===== src/rtl/gx_pkg.sv =====
package gx_pkg;
   typedef enum logic [2:0] {
      GX_IDLE,
      GX_RD_CTL,
      GX_RD_BUF,
      GX_COPY,
      GX_WB,
      GX_SEND,
      GX_FIN
   } gx_state_e;

   // positions inside the upper half (flags) of the control word
   localparam int unsigned FLG_VALID = 15;
   localparam int unsigned FLG_LAST  = 0;
   // valid plus six transmit error flags, cleared on write-back
   localparam logic [15:0] FLG_CLEAR_MASK = 16'hFE00;
   localparam logic [15:0] WB_LEN_BUMP    = 16'd5;
endpackage


===== src/rtl/gx_ring_walker.sv =====
module gx_ring_walker #(
   parameter int unsigned IDX_W = 8
) (
   input  logic             clk,
   input  logic             rst_n,
   input  logic             clr,
   input  logic             start,
   input  logic             adv,
   input  logic [IDX_W-1:0] size_m1,
   output logic [IDX_W-1:0] idx,
   output logic             final_slot
);
   localparam int unsigned EXT_W = IDX_W + 1;

   logic [IDX_W-1:0] size_q;
   logic [IDX_W-1:0] cnt_q;
   logic [EXT_W-1:0] size_ext;
   logic [EXT_W-1:0] idx_mod;

   generate
      if (IDX_W < 1 || IDX_W > 16) begin : g_bad_idx
         $error("gx_ring_walker: IDX_W out of range");
      end
   endgenerate

   assign size_ext   = {1'b0, size_m1} + EXT_W'(1);
   assign idx_mod    = {1'b0, idx} % size_ext;
   assign final_slot = (cnt_q == size_q);

   always_ff @(posedge clk or negedge rst_n) begin
      if (!rst_n) begin
         idx    <= '0;
         cnt_q  <= '0;
         size_q <= '0;
      end else if (clr) begin
         idx   <= '0;
         cnt_q <= '0;
      end else if (start) begin
         idx    <= idx_mod[IDX_W-1:0];
         cnt_q  <= '0;
         size_q <= size_m1;
      end else if (adv) begin
         idx   <= (idx == size_q) ? '0 : idx + IDX_W'(1);
         cnt_q <= cnt_q + IDX_W'(1);
      end
   end
endmodule


===== src/rtl/gx_stage_buf.sv =====
module gx_stage_buf #(
   parameter int unsigned BYTES = 64,
   localparam int unsigned OFF_W = $clog2(BYTES + 1),
   localparam int unsigned PTR_W = $clog2(BYTES)
) (
   input  logic             clk,
   input  logic             rst_n,
   input  logic             clr,
   input  logic             wr,
   input  logic [7:0]       wdata,
   input  logic [PTR_W-1:0] rd_ptr,
   output logic [OFF_W-1:0] off,
   output logic [7:0]       rd_data
);
   logic [BYTES*8-1:0] flat;

   generate
      if (BYTES < 2 || BYTES > 1024) begin : g_bad_bytes
         $error("gx_stage_buf: BYTES out of range");
      end
      for (genvar g = 0; g < BYTES; g++) begin : g_cell
         logic [7:0] q;
         always_ff @(posedge clk or negedge rst_n) begin
            if (!rst_n)
               q <= '0;
            else if (wr && off == OFF_W'(g))
               q <= wdata;
         end
         assign flat[g*8 +: 8] = q;
      end
   endgenerate

   assign rd_data = flat[rd_ptr*8 +: 8];

   always_ff @(posedge clk or negedge rst_n) begin
      if (!rst_n)
         off <= '0;
      else if (clr)
         off <= '0;
      else if (wr)
         off <= off + OFF_W'(1);
   end
endmodule


===== src/rtl/tx_gather_engine.sv =====
module tx_gather_engine #(
   parameter int unsigned ADDR_W      = 32,
   parameter int unsigned IDX_W       = 8,
   parameter int unsigned STAGE_BYTES = 64,
   parameter int unsigned CTL_W       = 8,
   parameter logic [7:0]  KICK_CODE   = 8'h01,
   parameter int unsigned RST_BIT     = 4
) (
   input  logic              clk,
   input  logic              rst_n,
   input  logic [ADDR_W-1:0] ring_base,
   input  logic [IDX_W-1:0]  ring_size_m1,
   input  logic              ctl_wr,
   input  logic [CTL_W-1:0]  ctl_data,
   output logic              mem_req,
   output logic              mem_we,
   output logic [ADDR_W-1:0] mem_addr,
   output logic [31:0]       mem_wdata,
   input  logic              mem_ack,
   input  logic [31:0]       mem_rdata,
   output logic              out_valid,
   output logic [7:0]        out_data,
   output logic              out_last,
   output logic              irq_set,
   output logic              ovf_err,
   output logic              rx_index_clr,
   output logic              idle
);
   import gx_pkg::*;

   localparam int unsigned OFF_W = $clog2(STAGE_BYTES + 1);
   localparam int unsigned PTR_W = $clog2(STAGE_BYTES);
   localparam int unsigned SUM_W = 18;

   generate
      if (ADDR_W < IDX_W + 3) begin : g_bad_addr
         $error("tx_gather_engine: ADDR_W too small for ring");
      end
      if (RST_BIT >= CTL_W || CTL_W > 8) begin : g_bad_ctl
         $error("tx_gather_engine: control field layout invalid");
      end
      if (KICK_CODE[RST_BIT]) begin : g_bad_kick
         $error("tx_gather_engine: kick code overlaps reset bit");
      end
   endgenerate

   gx_state_e         state_q;
   logic [15:0]       flags_q;
   logic [15:0]       len_q;
   logic [ADDR_W-1:0] buf_addr_q;
   logic [16:0]       remain_q;
   logic [PTR_W-1:0]  send_ptr_q;
   logic              sent_q;

   logic [IDX_W-1:0]  idx;
   logic              final_slot;
   logic [OFF_W-1:0]  off;
   logic [7:0]        stage_rd;
   logic [ADDR_W-1:0] desc_addr;
   logic [SUM_W-1:0]  need_end;
   logic              frag_fits;
   logic              kick_acc;
   logic              stage_clr;
   logic              stage_wr;
   logic              walk_adv;

   assign idle         = (state_q == GX_IDLE);
   assign kick_acc     = idle && ctl_wr && (ctl_data == CTL_W'(KICK_CODE));
   assign rx_index_clr = idle && ctl_wr && ctl_data[RST_BIT];
   assign desc_addr    = ring_base + ADDR_W'({idx, 3'b000});
   assign need_end     = SUM_W'(off) + SUM_W'(len_q) + SUM_W'(1);
   assign frag_fits    = (need_end <= SUM_W'(STAGE_BYTES));

   assign mem_req = (state_q == GX_RD_CTL) || (state_q == GX_RD_BUF) ||
                    (state_q == GX_COPY)   || (state_q == GX_WB);
   assign mem_we  = (state_q == GX_WB);
   always_comb begin
      case (state_q)
         GX_RD_CTL, GX_WB: mem_addr = desc_addr + ADDR_W'(4);
         GX_COPY:          mem_addr = buf_addr_q;
         default:          mem_addr = desc_addr;
      endcase
   end
   assign mem_wdata = {flags_q & ~FLG_CLEAR_MASK, len_q + WB_LEN_BUMP};

   assign out_valid = (state_q == GX_SEND);
   assign out_data  = stage_rd;
   assign out_last  = out_valid && ((OFF_W'(send_ptr_q) + OFF_W'(1)) == off);
   assign irq_set   = (state_q == GX_FIN) && sent_q;
   assign ovf_err   = (state_q == GX_RD_BUF) && mem_ack && !frag_fits;

   assign stage_wr  = (state_q == GX_COPY) && mem_ack;
   assign stage_clr = rx_index_clr || out_last;
   assign walk_adv  = (state_q == GX_WB) && mem_ack;

   gx_ring_walker #(.IDX_W(IDX_W)) u_walker (
      .clk        (clk),
      .rst_n      (rst_n),
      .clr        (rx_index_clr),
      .start      (kick_acc),
      .adv        (walk_adv),
      .size_m1    (ring_size_m1),
      .idx        (idx),
      .final_slot (final_slot)
   );

   gx_stage_buf #(.BYTES(STAGE_BYTES)) u_stage (
      .clk     (clk),
      .rst_n   (rst_n),
      .clr     (stage_clr),
      .wr      (stage_wr),
      .wdata   (mem_rdata[7:0]),
      .rd_ptr  (send_ptr_q),
      .off     (off),
      .rd_data (stage_rd)
   );

   always_ff @(posedge clk or negedge rst_n) begin
      if (!rst_n) begin
         state_q    <= GX_IDLE;
         flags_q    <= '0;
         len_q      <= '0;
         buf_addr_q <= '0;
         remain_q   <= '0;
         send_ptr_q <= '0;
         sent_q     <= 1'b0;
      end else begin
         case (state_q)
            GX_IDLE: begin
               if (kick_acc) begin
                  sent_q  <= 1'b0;
                  state_q <= GX_RD_CTL;
               end
            end
            GX_RD_CTL: begin
               if (mem_ack) begin
                  flags_q <= mem_rdata[31:16];
                  len_q   <= mem_rdata[15:0];
                  state_q <= mem_rdata[16 + FLG_VALID] ? GX_RD_BUF : GX_FIN;
               end
            end
            GX_RD_BUF: begin
               if (mem_ack) begin
                  buf_addr_q <= mem_rdata[ADDR_W-1:0];
                  remain_q   <= {1'b0, len_q} + 17'd1;
                  state_q    <= frag_fits ? GX_COPY : GX_WB;
               end
            end
            GX_COPY: begin
               if (mem_ack) begin
                  buf_addr_q <= buf_addr_q + ADDR_W'(1);
                  remain_q   <= remain_q - 17'd1;
                  if (remain_q == 17'd1)
                     state_q <= GX_WB;
               end
            end
            GX_WB: begin
               if (mem_ack) begin
                  send_ptr_q <= '0;
                  if (flags_q[FLG_LAST])
                     state_q <= (off != '0) ? GX_SEND : GX_FIN;
                  else if (final_slot)
                     state_q <= GX_FIN;
                  else
                     state_q <= GX_RD_CTL;
               end
            end
            GX_SEND: begin
               send_ptr_q <= send_ptr_q + PTR_W'(1);
               if (out_last) begin
                  sent_q  <= 1'b1;
                  state_q <= GX_FIN;
               end
            end
            default: state_q <= GX_IDLE;
         endcase
      end
   end
endmodule


===== config.mk =====
export PLATFORM = sky130hd
export DESIGN_NAME = tx_gather_engine
export DESIGN_NICKNAME = d
export VERILOG_FILES = /design/src/rtl/gx_pkg.sv /design/src/rtl/gx_ring_walker.sv /design/src/rtl/gx_stage_buf.sv /design/src/rtl/tx_gather_engine.sv
export SDC_FILE = /design/constraint.sdc
export NUM_CORES = 1
export LEC_CHECK = 0
export BUFFER_PORTS_ARGS = -buffer_cell sky130_fd_sc_hd__buf_4
export CAP_MARGIN = 20
export CORE_MARGIN = 10
export CORE_UTILIZATION = 41
export DETAILED_ROUTE_END_ITERATION = 8
export GPL_ROUTABILITY_DRIVEN = 0
export PLACE_DENSITY = 0.54
export SYNTH_ARGS = -nofsm -noshare
export SYNTH_HDL_FRONTEND = slang
export SYNTH_SLANG_ARGS = --single-unit
export TNS_END_PERCENT = 30

===== constraint.sdc =====
create_clock -name clk -period 14.5 [get_ports clk]
set_clock_uncertainty 0.1 [all_clocks]
set_input_delay 2.175 -clock clk [delete_from_list [all_inputs] [get_ports clk]]
set_output_delay 2.175 -clock clk [all_outputs]
set_load 0.1 [all_outputs]

==> results of run 1 <==
[worst max path at each step]
stage	slack (ns)	cells after the start	from	to
4_1_cts	0.04	59	ring_size_m1[1]	u_walker.idx[4]
3_3_place_gp	-0.09	59	ring_size_m1[1]	u_walker.idx[4]
5_1_grt	-0.22	60	ring_size_m1[1]	u_walker.idx[4]
2_1_floorplan	0.06	59	ring_size_m1[0]	u_walker.idx[4]
6_report	0.32	60	ring_size_m1[1]	u_walker.idx[4]
3_5_place_dp	-0.62	58	ring_size_m1[1]	u_walker.idx[4]
[state kept, by name, indices dropped and copies added (netlist names)]
name              count
flags_q               9
u_walker.idx          8
u_stage.off           7
u_walker.size_q       8
u_stage.g_cell.q    512
u_walker.cnt_q        8
len_q                16
sent_q                1
buf_addr_q           32
send_ptr_q            6
remain_q             17
state_q               3
[logic make-up after synthesis]
family                     after synthesis
muxes                                  724
and+or+nand+nor                        667
DFF                                    627
AOI/OAI and AO/OA                      420
buffers and inverters                  248
xor gates and xnor gates               141
adders and majority gates               77
other                                    1
[worst max-delay path, delay by kind of cell]
kind	cells	cell delay [ns]
adders and majority gates	9	2.59
AOI/OAI and AO/OA	24	4.81
buffers and inverters	7	1.03
muxes	3	0.88
and+or+nand+nor	17	3.06
[per-layer routing]
layer / global-route usage [%] / up-vias
li1: - / 10952
met1: 26.8 / 12843
met2: 33.3 / 654
met3: 3.47 / 180
met4: 6.54 / 2
met5: 0 / -
[layout make-up]
| class | count | area [um2] |
|---|---|---|
| clock buffers | 105 | 2130 |
| clock inverters | 23 | 299 |
| fillers | 7654 | 45000 |
| inverters | 45 | 169 |
| multi-input cells | 2036 | 18500 |
| flip-flops and latches | 627 | 15700 |
| well taps | 1144 | 1430 |
| repair buffers | 211 | 1600 |
[stage by stage]
step / setup WS [ns] / instance area [um2] / setup TNS (ns) / power (mW)
finish: 0.322 / 39900 / 0 / 7.26
global route: -0.215 / 39900 / -1.20 / 7.60
CTS: 0.0360 / 39600 / 0 / 7.26
detailed placement: -0.617 / 37200 / -4.07 / 5.39
global placement: -0.0928 / 37200 / -0.212 / 5.35
floorplan: 0.0612 / 35000 / 0 / 4.57
[cell usage after synthesis, types with 37 or more instances]
cell type    n  area share [%]
dfrtp_1    627              45
mux2_2     546              18
nor2_1     174             1.9
mux4_2     168              11
clkbuf_1   164             1.8
nand2_1    160             1.7
o21ai_0    127             1.8
a21oi_1    103             1.5
nand3_1     87             1.2
ha_1        75             2.7
xnor2_1     71             1.8
xor2_1      69             1.7
nor3_1      48            0.69
inv_1       43            0.46
nand4_1     37            0.66
[power breakdown]
group | switching, mW | internal, mW | leakage, nW
sequential | 0.270 | 1.90 | 8.59
clock | 0.759 | 1.08 | 1.19
combinational | 2.29 | 0.956 | 8.30
[what timing repair did]
action                     4_1_cts  5_1_grt
hold endpoints to repair         0        0
gates cloned                     0        2
pin swaps                        0        7
setup endpoints to repair        2        8
hold buffers                     0        0
resized for setup                1       31
setup buffers                    0       11
==> run metrics, run 1 <==
outcome=finished clean; hpwl dp=67900 um; Die W=312 um; largest net degree at the start of global routing=181; most common cell after layout, fill and taps aside=dfrtp_1; met3 routed WL=4890 um; r2r endpoint=u_walker.idx[4]; Syn Inst Count=2905; Worst Setup Start Kind=primary input; ys flop type=dfrtp_1; most frequent cells in the layout=624 x dfrtp_1, 546 x mux2_2, 204 x buf_4; largest family of logic cells by synthesized area=multiplexers; Global Route Usage Sum=20.2%; FF-to-FF path depth=56; synth warn=0; Initial Utilization=41.2%; non-filler cells, final=4191; Cell Rows=107; Nets=3155; Syn Std Cell Area=35000 um2; number of diodes=0; hold crit path type=flop to flop; final setup violation count=0; Hold Vio Cnt, Final=0; port bufs=156; initial antenna violation count=1; max frequency=70.5 MHz; critical path arrival=14.57 ns; worst vdd ir=0.000399 V; CTS buffer count=73; met2 wire len=48500 um; XOR/XNOR Fraction of Synth Area=3.57%; Final ANT Viol Nets=0; Yosys cell types=88; CTS Sinks=627; Tightest Pin Transition=1.07 ns; Seq cells post-synth=627; DRT Pass-1 Iters=8; hold path startpoint=u_stage.g_cell[50].q[2]; Inst Count DP=4048; Area growth syn-to-layout=14.0%; post-synthesis compound-gate area fraction=7.82%; WHS Endpoint=u_stage.g_cell[50].q[2]; routed length per placed instance=24.1 um; fin crit share=97.8%; synthesized area per cell=12.0 um2; Ports=164; met1 wire length=44300 um; crit path capture type=flop; Largest stage delay, worst path=0.51 ns; reg-to-reg slack, setup=1.51 ns; maximum clock path buffer count=3; H-tree levels=3; Setup CP Type=primary input to flop; die area=97400 um2; Overflow after GRT=0; Slew Limit Fails=0; layout cells sized above 1=36.5%; Clock Pin Slew Worst Setup and Hold Paths=0.05 ns; vias in the first global route=25542; via count=24631; post-synthesis simple-gate area fraction=9.47%; CTS root buf=clkbuf_16; Post-synth EDFFs=0; Clk Latency, worst-skew pair=0.63 ns; Initial DRC Count=1574; Power Density=182 nW/um2; post-route minimum period=14.18 ns; hold path depth=1; post-synthesis adder-cell area fraction=2.80%; total routed wirelength=101000 um; CTS tree=done; Finished Core Util=47.0%; critical path data required time=14.89 ns; share of synthesized registers carrying an async set or reset=100%; critical path's slowest cell=or4_4; Pleak=18.1 nW; core area=84900 um2; post-synthesis sequential area ratio=44.9%; Slew HR=28.3%; Die Y=312 um; total of max-cap violations=0; uppermost layer routed=met5; Remaining DRCs=0; worst hold slack=0.398 ns; first-pass GRT wire length=156000 um; RR Startpoint=u_walker.idx[6]; mux contribution to synthesized area=28.7%; most used cell, CP=ha_1; CP max FO=8; Via density=5.88
Power figures use the tool's default switching activity.
==> run 2, diff against run 1 <==
==> constraint.sdc (replaced) <==
create_clock -name clk -period 14.5 [get_ports clk]
set_clock_uncertainty 0.1 [all_clocks]
set_input_delay 1.45 -clock clk [delete_from_list [all_inputs] [get_ports clk]]
set_output_delay 1.45 -clock clk [all_outputs]
set_load 0.1 [all_outputs]
==> run 2 against run 1 <==
  * Count of clock-buffer cells in the layout is 2 higher
  * Die area unchanged
  * Critical endpoint unchanged
  * Worst hold slack better by 0.0012 ns
  * Total power shrank 2.1%
  * Sequential share of layout area increased by 0.34 points
  * Critical path type unchanged
  * Register-to-register slack got worse by 0.23 ns
  * Via count is 0.34% lower
  * Highest routed layer unchanged
==> run metrics, run 2 (synthesis results as in run 1) <==
max FFs per register=512; Worst Setup Start Kind=primary input; Slew Limit Fails=0; outcome=finished clean; number of diodes=0; Placement Cell Area=37100 um2; Pleak=17.9 nW; Initial Utilization=41.2%; Finished Core Util=46.6%; port bufs=156; non-filler cells, final=4169; Clk Latency, worst-skew pair=0.61 ns; most used cell, CP=ha_1; crit path capture type=flop; most common cell after layout, fill and taps aside=dfrtp_1; Hold Buf Count CTS=0; most frequent cells in the layout=624 x dfrtp_1, 546 x mux2_2, 186 x buf_4; critical path arrival=14.17 ns; final setup violation count=0; Remaining DRCs=0; top flop regs=u_stage.g_cell.q: 512 flops, buf_addr_q: 32 flops, remain_q: 17 flops; Area growth syn-to-layout=13.1%; DRT Pass-1 Iters=7; Global Route Usage Sum=20.2%; Hold Vio Cnt, Final=0; H-tree levels=3; critical path's slowest cell=or4_1; layout cells sized above 1=35.4%; Cell Rows=107; CTS root buf=clkbuf_16; Ports=164; Setup CP Type=primary input to flop; Die Y=312 um; Inst Count DP=4038; critical path data required time=14.90 ns; worst slack at placement=-0.00924 ns; Tightest Pin Transition=1.09 ns; hpwl dp=67300 um; Largest stage delay, worst path=0.54 ns; PnR worst setup slack=0.729 ns; total routed wirelength=100000 um; worst vdd ir=0.000307 V; CTS Sinks=627; largest net degree at the start of global routing=164; first-pass GRT wire length=156000 um; routed length per placed instance=24.1 um; via count=24547; Via density=5.89; fin area=39500 um2; RSZ-0062 raised after global routing=false; hold crit path type=flop to flop; vias in the first global route=25506; CTS buffer count=71; CTS tree=done; filler cell count=7688; core area=84900 um2; Power Density=180 nW/um2; total of max-cap violations=0; CP max FO=12; Initial DRC Count=1588; fin crit share=95.0%; maximum clock path buffer count=3; Nets=3137; Final Power=7.11 mW; Slew HR=27.6%; max frequency=72.6 MHz; post-route minimum period=13.77 ns; Clock Pin Slew Worst Setup and Hold Paths=0.06 ns; setup TNS=0 ns; worst hold slack=0.399 ns; initial antenna violation count=2; die area=97400 um2; Overflow after GRT=0; Die W=312 um; Biggest register=u_stage.g_cell.q; Final ANT Viol Nets=0
[run 2: changes by cell type in the layout (fill, tap and decap cells not counted), sizes merged]
cell           delta
clkinv            -5
buf              -14
bufinv            -3
clkinvlp          +1
clkbuf            +1
inv               -1
clkdlybuf4s15     -1
[run 2: what timing repair did]
item,CTS,global route
setup endpoints to repair,0,8
endpoints found under the hold margin,0,0
buffers inserted,0,4
resized for setup,0,16
[run 2: layer usage]
| layer | routed length (um) | track usage [%] | up-vias | share of wire, % |
|---|---|---|---|---|
| met3 | 4100 | 2.63 | 145 | 4.1 |
| met4 | 2440 | 5.40 | 4 | 2.4 |
| met5 | 27 | 0 | - | 0.027 |
| met1 | 44800 | 27.2 | 12830 | 45 |
| li1 | - | - | 10950 | - |
| met2 | 49000 | 34.2 | 618 | 49 |
[run 2: report_power, final]
part	switching, mW	leakage, nW	internal, mW	total [mW]
Combinational	2.28	8.26	0.939	3.22
Clock	0.734	1.09	0.997	1.73
Sequential	0.264	8.59	1.90	2.16
Total	3.28	17.9	3.84	7.11
[run 2: path summary, 6_finish.rpt]
check	startpoint	to	slack, ns	cells past startpoint
worst max-delay path	ring_size_m1[1]	u_walker.idx[4]	0.73	59
worst min-delay path	u_stage.g_cell[18].q[3]	u_stage.g_cell[18].q[3]	0.40	1
worst max register to register	u_walker.idx[4]	u_walker.idx[4]	1.28	55
worst min register to register	u_stage.g_cell[18].q[3]	u_stage.g_cell[18].q[3]	0.40	1
max in group asynchronous	rst_n	u_stage.g_cell[59].q[7]	11.46	3
min in group asynchronous	rst_n	u_walker.idx[4]	0.68	1
[run 2: final cells by class]
| type | count | area [um2] | area share [%] |
|---|---|---|---|
| Timing Repair Buffer | 195 | 1570 | 3.97 |
| Clock inverter | 15 | 146 | 0.370 |
| Clock buffer | 107 | 2080 | 5.27 |
| Multi-Input combinational cell | 2036 | 18400 | 46.6 |
| Inverter | 45 | 169 | 0.427 |
| Sequential cell | 627 | 15700 | 39.7 |
| Tap cell | 1144 | 1430 | 3.62 |
[run 2: critical path, delay by kind of cell]
family	cells	cell delay (ns)
muxes	1	0.37
adders and majority gates	9	2.69
buffers and inverters	4	0.65
and+or+nand+nor	18	3.60
AOI/OAI and AO/OA	27	5.40
==> run 3, diff against run 2 <==
==> constraint.sdc (replaced) <==
create_clock -name clk -period 14.5 [get_ports clk]
set_clock_uncertainty 0.1 [all_clocks]
set_input_delay 2.9 -clock clk [delete_from_list [all_inputs] [get_ports clk]]
set_output_delay 2.9 -clock clk [all_outputs]
set_load 0.1 [all_outputs]
==> run 3 against run 2 <==
  * Register-to-register slack gained 1.0 ns
  * Critical path type unchanged
  * Critical endpoint is now u_walker.idx[0]
  * Largest cell class unchanged
  * Highest routed layer is now met4
  * Sequential cell count is the same
  * Die area is the same
  * Combinational power grew 4%
  * Worst setup slack lost 0.33 ns
  * Fmax shrank 2.3%
  * Final cell count grew 2.2%
==> run metrics, run 3 (synthesis results as in run 1) <==
first-pass GRT wire length=156000 um; Cell Rows=107; layout cells sized above 1=38.9%; critical path launch point=ring_size_m1[0]; DRT Pass-1 Iters=5; CTS root buf=clkbuf_16; outcome=finished clean; worst hold slack=0.397 ns; Setup CP Type=primary input to flop; number of diodes=0; met1 wire length=44500 um; Tightest Pin Transition=1.06 ns; Inst Count DP=4124; Via density=5.82; Area growth syn-to-layout=16.1%; Nets=3232; r2r endpoint=u_walker.idx[0]; FF-to-FF path depth=60; CP Capture Point=u_walker.idx[0]; Initial Utilization=41.2%; max FFs per register=512; Worst Setup Start Kind=primary input; RR Startpoint=u_walker.idx[6]; Ports=164; post-route minimum period=14.10 ns; Hold Buf Count CTS=0; CTS Sinks=627; Crit path depth=64; total routed wirelength=101000 um; Placement Cell Area=37900 um2; filler cell count=7589; die area=97400 um2; Finished Core Util=47.8%; Die W=312 um; total of max-cap violations=0; fin area=40600 um2; routed length per placed instance=23.7 um; Slew Limit Fails=0; Hold Vio Cnt, Final=0; largest net degree at the start of global routing=169; CTS tree=done; reg-to-reg slack, setup=2.29 ns; met2 wire len=49100 um; met3 routed WL=4730 um; critical path's slowest cell=or4_4; most frequent cells in the layout=624 x dfrtp_1, 541 x mux2_2, 281 x buf_4; Power Density=179 nW/um2; max frequency=70.9 MHz; critical path arrival=14.52 ns; Final Power=7.28 mW; CP max FO=5; Biggest register=u_stage.g_cell.q; fin crit share=97.2%; non-filler cells, final=4261; most common cell after layout, fill and taps aside=dfrtp_1; Pleak=18.4 nW; final setup violation count=0; worst path buffer plus inverter count=11; Clock Pin Slew Worst Setup and Hold Paths=0.06 ns; Clk Latency, worst-skew pair=0.62 ns; Overflow after GRT=0; critical path data required time=14.92 ns; Global Route Usage Sum=20.1%; Slew HR=28.5%; crit path capture type=flop; core area=84900 um2; hpwl dp=68900 um; Remaining DRCs=0; most used cell, CP=buf_4; maximum clock path buffer count=3; hold path depth=1; delay-heaviest family, CP=compound AO/OA/AOI/OAI gates; top flop regs=u_stage.g_cell.q: 512 flops, buf_addr_q: 32 flops, remain_q: 17 flops; port bufs=156; Largest stage delay, worst path=0.50 ns; initial antenna violation count=0; area of the multi-input gates=18800 um2; vias in the first global route=25549; Initial DRC Count=1745; CTS buffer count=71; H-tree levels=3; Reg area=15700 um2; uppermost layer routed=met4; via count=24809; hold crit path type=flop to flop; Final ANT Viol Nets=0; Die Y=312 um; worst vdd ir=0.000320 V
==> run 3: cell types whose count changed in the layout (fill, tap and decap cells not counted), sizes merged <==
cell | previous run | this run
clkinvlp | 2 | 0
buf | 194 | 289
clkbuf | 108 | 112
bufinv | 0 | 1
clkinv | 12 | 7
inv | 46 | 45
==> run 3: metal layers <==
layer	vias up	GRT usage, %
met2	714	34.0
met4	0	5.30
met3	154	3.04
met1	12823	26.9
li1	11118	-
met5	-	0
==> run 3: worst min path at each step <==
stage / start / to / slack [ns]
global placement: u_stage.g_cell[35].q[7] / u_stage.g_cell[35].q[7] / 0.38
CTS: u_stage.g_cell[34].q[3] / u_stage.g_cell[34].q[3] / 0.40
floorplan: sent_q / sent_q / 0.37
finish: u_stage.g_cell[34].q[3] / u_stage.g_cell[34].q[3] / 0.40
global route: u_stage.g_cell[35].q[0] / u_stage.g_cell[35].q[0] / 0.40
detailed placement: u_stage.g_cell[50].q[2] / u_stage.g_cell[50].q[2] / 0.39
==> run 3: metrics by stage <==
step / TNS [ns] / worst slack [ns]
6_report: 0 / 0.403
5_1_grt: -0.546 / -0.113
4_1_cts: 0 / 0.0232
3_5_place_dp: -3.67 / -0.516
3_3_place_gp: -0.311 / -0.0853
2_1_floorplan: 0 / 0.00103
==> run 3: worst register-to-register path, delay by kind of cell, from the launching register on <==
family | cells | cell delay (ns)
compound gates | 25 | 4.43
buf+inv | 10 | 1.44
fa+ha+maj | 8 | 1.95
flops | 1 | 0.57
simple gates | 16 | 3.42
mux | 1 | 0.24
==> run 3: area by class of cell <==
cell class / instances / area share (%)
inverters: 45 / 0.416
clock inverters: 8 / 0.225
flip-flops and latches: 627 / 38.7
repair buffers: 290 / 5.47
well taps: 1144 / 3.52
clock buffers: 111 / 5.32
multi-input cells: 2036 / 46.4
==> run 3: power breakdown <==
part | total, mW | internal [mW] | switching (mW)
clock network | 1.75 | 1.04 | 0.713
logic | 3.36 | 1.05 | 2.32
registers | 2.16 | 1.90 | 0.264
total | 7.28 | 3.99 | 3.29
==> run 3: what timing repair did <==
| item | 4_1_cts | 5_1_grt |
|---|---|---|
| gates resized for setup | 0 | 68 |
| buffers inserted | 0 | 14 |
| endpoints found under the setup margin | 0 | 8 |
